===== src/rtl/amp_ctrl_pkg.sv =====
package amp_ctrl_pkg;
  localparam int unsigned ADDR_W = 8;
  localparam int unsigned DATA_W = 8;

  localparam logic [ADDR_W-1:0] A_DITHER   = 8'h39;
  localparam logic [ADDR_W-1:0] A_FLT_CTL  = 8'h3A;
  localparam logic [ADDR_W-1:0] A_CLAMP_LO = 8'h3B;
  localparam logic [ADDR_W-1:0] A_CLAMP_HI = 8'h3C;
  localparam logic [ADDR_W-1:0] A_PGAIN    = 8'h3D;
  localparam logic [ADDR_W-1:0] A_DLY_BASE = 8'h71;

  localparam int unsigned FLT_AUTO_BIT  = 2;
  localparam int unsigned FLT_CLEAR_BIT = 1;
  localparam int unsigned PGAIN_BIT     = 7;

  // address of the register holding channel ch's delay nibble
  function automatic logic [ADDR_W-1:0] dly_addr(input int unsigned ch,
                                                  input int unsigned per_reg);
    return ADDR_W'(int'(A_DLY_BASE) + int'(ch / per_reg));
  endfunction
endpackage


===== src/rtl/amp_fault_mute.sv =====
module amp_fault_mute (
  input  logic clk_i,
  input  logic rst_ni,
  input  logic fault_i,
  input  logic auto_rel_i,
  input  logic clear_i,
  output logic fault_mute_o
);
  logic clear_prev_q;
  logic mute_q;
  logic clear_rise;

  assign clear_rise = clear_i & ~clear_prev_q;

  always_ff @(posedge clk_i or negedge rst_ni) begin
    if (!rst_ni) begin
      clear_prev_q <= 1'b0;
      mute_q       <= 1'b0;
    end else begin
      clear_prev_q <= clear_i;
      if (fault_i)                                mute_q <= 1'b1;
      else if (mute_q && (auto_rel_i || clear_rise)) mute_q <= 1'b0;
    end
  end

  assign fault_mute_o = mute_q;

  a_r6_fault_sets: assert property (@(posedge clk_i) disable iff (!rst_ni)
    fault_i |=> mute_q);
  a_r7_auto_release: assert property (@(posedge clk_i) disable iff (!rst_ni)
    (mute_q && auto_rel_i && !fault_i) |=> !mute_q);
  a_r8_latched_hold: assert property (@(posedge clk_i) disable iff (!rst_ni)
    (mute_q && !auto_rel_i && !clear_rise) |=> mute_q);
  a_r8_release_after_fault: assert property (@(posedge clk_i) disable iff (!rst_ni)
    $fell(mute_q) |-> !$past(fault_i));
endmodule


===== src/rtl/amp_reg_file.sv =====
module amp_reg_file
  import amp_ctrl_pkg::*;
#(
  parameter int unsigned         NUM_CH     = 4,
  parameter int unsigned         DLY_W      = 4,
  parameter logic [DATA_W-1:0]   DITHER_RST = 8'h00,
  parameter logic [2*DATA_W-1:0] CLAMP_RST  = 16'hE7FF
) (
  input  logic                    clk_i,
  input  logic                    rst_ni,
  input  logic                    wr_en_i,
  input  logic                    rd_en_i,
  input  logic [ADDR_W-1:0]       addr_i,
  input  logic [DATA_W-1:0]       wr_data_i,
  input  logic                    pgain_allow_i,
  output logic [DATA_W-1:0]       rd_data_o,
  output logic [DATA_W-1:0]       dither_o,
  output logic [2*DATA_W-1:0]     sat_clamp_o,
  output logic                    pgain_en_o,
  output logic [NUM_CH*DLY_W-1:0] ch_dly_o,
  output logic                    auto_rel_o,
  output logic                    clear_o
);
  localparam int unsigned PER_REG = DATA_W / DLY_W;

  logic [DATA_W-1:0] dither_q, clamp_lo_q, clamp_hi_q, rd_q, rd_mux;
  logic              auto_q, clear_q, pgain_q;
  logic [DLY_W-1:0]  dly_q [NUM_CH];
  logic              hit;

  function automatic logic wr_at(input logic [ADDR_W-1:0] a);
    return wr_en_i && (addr_i == a);
  endfunction

  always_ff @(posedge clk_i or negedge rst_ni) begin
    if (!rst_ni) begin
      dither_q   <= DITHER_RST;
      clamp_lo_q <= CLAMP_RST[DATA_W-1:0];
      clamp_hi_q <= CLAMP_RST[2*DATA_W-1:DATA_W];
      auto_q     <= 1'b1;
      clear_q    <= 1'b0;
      pgain_q    <= 1'b0;
    end else begin
      if (wr_at(A_DITHER))   dither_q   <= wr_data_i;
      if (wr_at(A_CLAMP_LO)) clamp_lo_q <= wr_data_i;
      if (wr_at(A_CLAMP_HI)) clamp_hi_q <= wr_data_i;
      if (wr_at(A_FLT_CTL)) begin
        auto_q  <= wr_data_i[FLT_AUTO_BIT];
        clear_q <= wr_data_i[FLT_CLEAR_BIT];
      end
      if (wr_at(A_PGAIN) && pgain_allow_i) pgain_q <= wr_data_i[PGAIN_BIT];
    end
  end

  for (genvar ch = 0; ch < NUM_CH; ch++) begin : g_dly
    localparam logic [ADDR_W-1:0] CH_ADDR = dly_addr(ch, PER_REG);
    localparam int unsigned       LANE    = ch % PER_REG;
    always_ff @(posedge clk_i or negedge rst_ni) begin
      if (!rst_ni)             dly_q[ch] <= '0;
      else if (wr_at(CH_ADDR)) dly_q[ch] <= wr_data_i[LANE*DLY_W +: DLY_W];
    end
    assign ch_dly_o[ch*DLY_W +: DLY_W] = dly_q[ch];
  end

  always_comb begin
    rd_mux = '0;
    hit    = 1'b1;
    unique case (addr_i)
      A_DITHER:   rd_mux = dither_q;
      A_CLAMP_LO: rd_mux = clamp_lo_q;
      A_CLAMP_HI: rd_mux = clamp_hi_q;
      A_FLT_CTL: begin
        rd_mux[FLT_AUTO_BIT]  = auto_q;
        rd_mux[FLT_CLEAR_BIT] = clear_q;
      end
      A_PGAIN:    rd_mux[PGAIN_BIT] = pgain_q;
      default:    hit = 1'b0;
    endcase
    for (int unsigned ch = 0; ch < NUM_CH; ch++) begin
      if (addr_i == dly_addr(ch, PER_REG)) begin
        rd_mux[(ch % PER_REG)*DLY_W +: DLY_W] = dly_q[ch];
        hit = 1'b1;
      end
    end
  end

  always_ff @(posedge clk_i or negedge rst_ni) begin
    if (!rst_ni)      rd_q <= '0;
    else if (rd_en_i) rd_q <= rd_mux;
  end

  assign rd_data_o   = rd_q;
  assign dither_o    = dither_q;
  assign sat_clamp_o = {clamp_hi_q, clamp_lo_q};
  assign pgain_en_o  = pgain_q;
  assign auto_rel_o  = auto_q;
  assign clear_o     = clear_q;

  a_r9_pgain_guard: assert property (@(posedge clk_i) disable iff (!rst_ni)
    !$stable(pgain_q) |-> $past(pgain_allow_i));
  a_r10_unmapped_zero: assert property (@(posedge clk_i) disable iff (!rst_ni)
    (rd_en_i && !hit) |=> (rd_q == '0));
  a_r11_read_hold: assert property (@(posedge clk_i) disable iff (!rst_ni)
    !rd_en_i |=> $stable(rd_q));
  a_r5_flt_reserved: assert property (@(posedge clk_i) disable iff (!rst_ni)
    (rd_en_i && addr_i == A_FLT_CTL) |=> (rd_q[7:3] == '0 && rd_q[0] == 1'b0));
endmodule


===== src/rtl/amp_ctrl_regs.sv =====
module amp_ctrl_regs
  import amp_ctrl_pkg::*;
#(
  parameter int unsigned NUM_CH = 4,
  parameter int unsigned DLY_W  = 4
) (
  input  logic                    clk_i,
  input  logic                    rst_ni,
  input  logic                    wr_en_i,
  input  logic                    rd_en_i,
  input  logic [ADDR_W-1:0]       addr_i,
  input  logic [DATA_W-1:0]       wr_data_i,
  output logic [DATA_W-1:0]       rd_data_o,
  input  logic                    fault_i,
  input  logic                    hard_mute_i,
  output logic [DATA_W-1:0]       dither_o,
  output logic [2*DATA_W-1:0]     sat_clamp_o,
  output logic                    pgain_en_o,
  output logic [NUM_CH*DLY_W-1:0] ch_dly_o,
  output logic                    fault_mute_o
);
  logic auto_rel, clear_bit;

  amp_reg_file #(.NUM_CH(NUM_CH), .DLY_W(DLY_W)) u_regs (
    .clk_i, .rst_ni, .wr_en_i, .rd_en_i, .addr_i, .wr_data_i,
    .pgain_allow_i(hard_mute_i),
    .rd_data_o, .dither_o, .sat_clamp_o, .pgain_en_o, .ch_dly_o,
    .auto_rel_o(auto_rel), .clear_o(clear_bit)
  );

  amp_fault_mute u_mute (
    .clk_i, .rst_ni, .fault_i,
    .auto_rel_i(auto_rel), .clear_i(clear_bit),
    .fault_mute_o
  );
endmodule


===== config.mk =====
export PLATFORM = sky130hd
export DESIGN_NAME = amp_ctrl_regs
export DESIGN_NICKNAME = d
export VERILOG_FILES = /design/src/rtl/amp_ctrl_pkg.sv /design/src/rtl/amp_fault_mute.sv /design/src/rtl/amp_reg_file.sv /design/src/rtl/amp_ctrl_regs.sv
export SDC_FILE = /design/constraint.sdc
export NUM_CORES = 1
export LEC_CHECK = 0
export BUFFER_PORTS_ARGS = -buffer_cell sky130_fd_sc_hd__buf_4
export CORE_ASPECT_RATIO = 2
export CORE_UTILIZATION = 50
export CTS_CLUSTER_DIAMETER = 30
export CTS_CLUSTER_SIZE = 25
export DETAILED_ROUTE_END_ITERATION = 6
export PLACE_DENSITY = 0.77
export SYNTH_ARGS = -nofsm -noshare
export SYNTH_HDL_FRONTEND = slang
export SYNTH_SLANG_ARGS = --single-unit

===== constraint.sdc =====
create_clock -name clk_i -period 1.5 [get_ports clk_i]
set_clock_uncertainty 0.1 [all_clocks]
set_input_delay 0.3 -clock clk_i [delete_from_list [all_inputs] [get_ports clk_i]]
set_output_delay 0.3 -clock clk_i [all_outputs]
set_load 0.02 [all_outputs]

==> impl_metrics.json <==
{
  "status": "finished, final reports clean",
  "grt_max_degree": 26,
  "avgSynthCellArea_sq_um": 13.2,
  "tightest_slew_ps": 359,
  "cap_viol_max_count": 0,
  "ant_nets": 0,
  "grt.total_usage_pct": 27.5,
  "leakage_uw": 0.00187,
  "drive_gt1_share_pct": 64.3,
  "seqCellArea_sq_um": 1350,
  "io_pins": 72,
  "fin_setup_tns_ps": 0,
  "rsz0062_at_grt": "yes",
  "post_cts_buffers": 0,
  "cts_sinks": 53,
  "critical_path_required_ps": 1600,
  "die-area_sq_um": 5670,
  "n_fill_cell": 363,
  "synth_cell_types": 45,
  "yosysSeqAreaShare_pct": 50.2,
  "grt_pass1_wl_microns": 11000,
  "ys_top_cells_by_area": "dfrtp_1 35%, dfstp_2 15%, mux2_2 13%",
  "first_iter_violations": 42,
  "fin_crit_ps": 1470,
  "synth_seq_cells": 53,
  "path_max_fanout": 4,
  "final_cells": 369,
  "timing.fmax_mhz": 680,
  "multi_input_area_sq_um": 1360,
  "synth_cells": 203,
  "startpoint_type": "primary input",
  "vias_per_cell": 5.69,
  "worstSetupPathType": "primary input to flip-flop",
  "ys_warn_count": 0,
  "synthesis.area_sq_um": 2680,
  "io_buffers": 71,
  "grt_overflow_total": 0,
  "async_reset_ff_share_pct": 100,
  "synth-main-ff-cell": "dfrtp_1",
  "setup_ws_ps": 28.7,
  "synth_edf_count": 0,
  "period_share_pct": 98.1,
  "syn_to_final_growth_pct": 41.1,
  "antenna_found_initial": 0,
  "dr.pass1.iters": 4,
  "die_h_microns": 106,
  "std_cell_rows": 37,
  "dpl.hpwl_microns": 5440,
  "diodes": 0,
  "synth_top_area_share_pct": 35.5,
  "vias": 2100,
  "drc_errors": 0,
  "cts_buffers": 5,
  "die_x_microns": 53.8,
  "vdd_drop_max_uv": 809,
  "drt_wl_total_microns": 7090,
  "synth_top_area_cell": "dfrtp_1",
  "stdcell_area_sq_um": 3780,
  "netlist_top_cells_count": "38 x dfrtp_1, 31 x mux2_2, 16 x mux2_4",
  "placedCellCount": 360,
  "hold_path.class": "primary input to flip-flop",
  "cts_tree": "done",
  "clk_path_buf_depth": 2,
  "clock_tree.root_cell": "clkbuf_8",
  "cp.arrival_ps": 1570,
  "routabilityCongestion": 0.958,
  "drv_slew": 0,
  "final_hold_viol_count": 0,
  "core_sq_um": 5140,
  "nets": 332,
  "initial_utilization_pct": 52.1,
  "power_density_nw_per_um2": 791,
  "place_ws_ps": -302,
  "clkSlewWorstSetupHoldPaths_ps": 100,
  "syn-num-nets": 225,
  "crit_path_end_kind": "flip-flop",
  "yosysMostFrequentCell": "dfrtp_1",
  "slew_headroom_pct": 76.1,
  "dpl_cell_area_sq_um": 3640,
  "grt_pass1_vias": 2117,
  "wire_per_inst_microns": 19.2,
  "setup_viol": 0,
  "h-tree-depth": 2,
  "clk_latency_ps": 310
}
## sequential cells by signal (all words and copies together) (netlist names)
signal	count
u_regs.clear_o	1
u_regs.dither_o	8
u_regs.pgain_en_o	1
u_regs.auto_rel_o	1
u_regs.clamp_hi_q	8
u_regs.ch_dly_o	16
u_regs.rd_data_o	8
u_regs.clamp_lo_q	8
u_mute.fault_mute_o	1
u_mute.clear_prev_q	1
## cells in the final DEF, fill, tap and decap left out, types with 3 or more instances in the layout
master and count:
mux2_4 41, inv_1 4, nor2b_1 3, buf_6 6, mux2_2 8, buf_4 103, a21oi_1 11, o21ai_0 6
nand2_1 6, dfstp_2 15, a32oi_1 6, nand3_1 7, o22ai_1 5, clkbuf_8 5, nand2b_1 4, dfrtp_1 38
o21a_1 3
## path summary, 6_finish.rpt
path | start | endpoint | slack, ps | cells past startpoint
setup / recovery | addr_i[7] | u_regs.ch_dly_o[1] | 30 | 7
setup reg to reg | u_regs.pgain_en_o | u_regs.rd_data_o[7] | 80 | 4
min in group asynchronous | rst_ni | u_regs.ch_dly_o[12] | 340 | 2
hold reg to reg | u_regs.clear_o | u_mute.clear_prev_q | 350 | 0
hold / removal | fault_i | u_mute.fault_mute_o | 70 | 2
max in group asynchronous | rst_ni | u_regs.clamp_hi_q[2] | 480 | 3
## critical path, stage by stage
cell     delay, ps
buf_6           90
and3b_2        250
buf_6          110
nand2_4         50
nor3_4         290
buf_6          180
mux2_4         300
## per-stage QoR
stage / total power, uW / utilization, % / hold WS (ps)
2_1_floorplan: 1870 / - / -95.6
3_3_place_gp: 2170 / 70.8 / 138
3_5_place_dp: 2180 / 70.8 / 140
4_1_cts: 3010 / 72.9 / 66.5
5_1_grt: 3110 / 73.5 / 60.2
6_report: 2990 / 73.5 / 73.5
## layout make-up
cell class / count / area share (%)
multi-input combinational: 134 / 36.0
sequential: 53 / 35.6
timing repair buffer: 112 / 23.6
tap: 58 / 1.92
clock buffer: 5 / 1.82
clock inverter: 3 / 0.695
inverter: 4 / 0.397
## timing repair
action | CTS | global route
hold endpoints to repair | 19 | 0
hold buffers | 1 | 0
resized for setup | 0 | 9
setup endpoints to repair | 0 | 7
## cells by family (layout without fill, tap and decap cells)
logic type | Yosys count | in the layout | share of synthesized area (%)
muxes | 50 | 50 | 23.2
AOI/OAI and AO/OA | 44 | 44 | 11.2
and+or+nand+nor | 40 | 40 | 11.5
buffers and inverters | 16 | 124 | 3.88
DFF | 53 | 53 | 50.2
## where the power goes
group	switching (uW)	internal (uW)	total (uW)	leakage, uW
combinational	279	302	580	0.00115
sequential	61.1	1510	1580	0.000667
clock	494	341	834	0.0000487
## metal layers
layer  wire, microns  part of all wire, %  track usage, %  up-vias
met3             212                  3.0            3.90       15
met2            3750                   53            44.1       66
li1                -                    -               -      959
met5               0                    0               0        -
met1            2910                   41            35.2     1060
met4             210                  3.0            12.6        0
(Power assumes the default switching activity.)
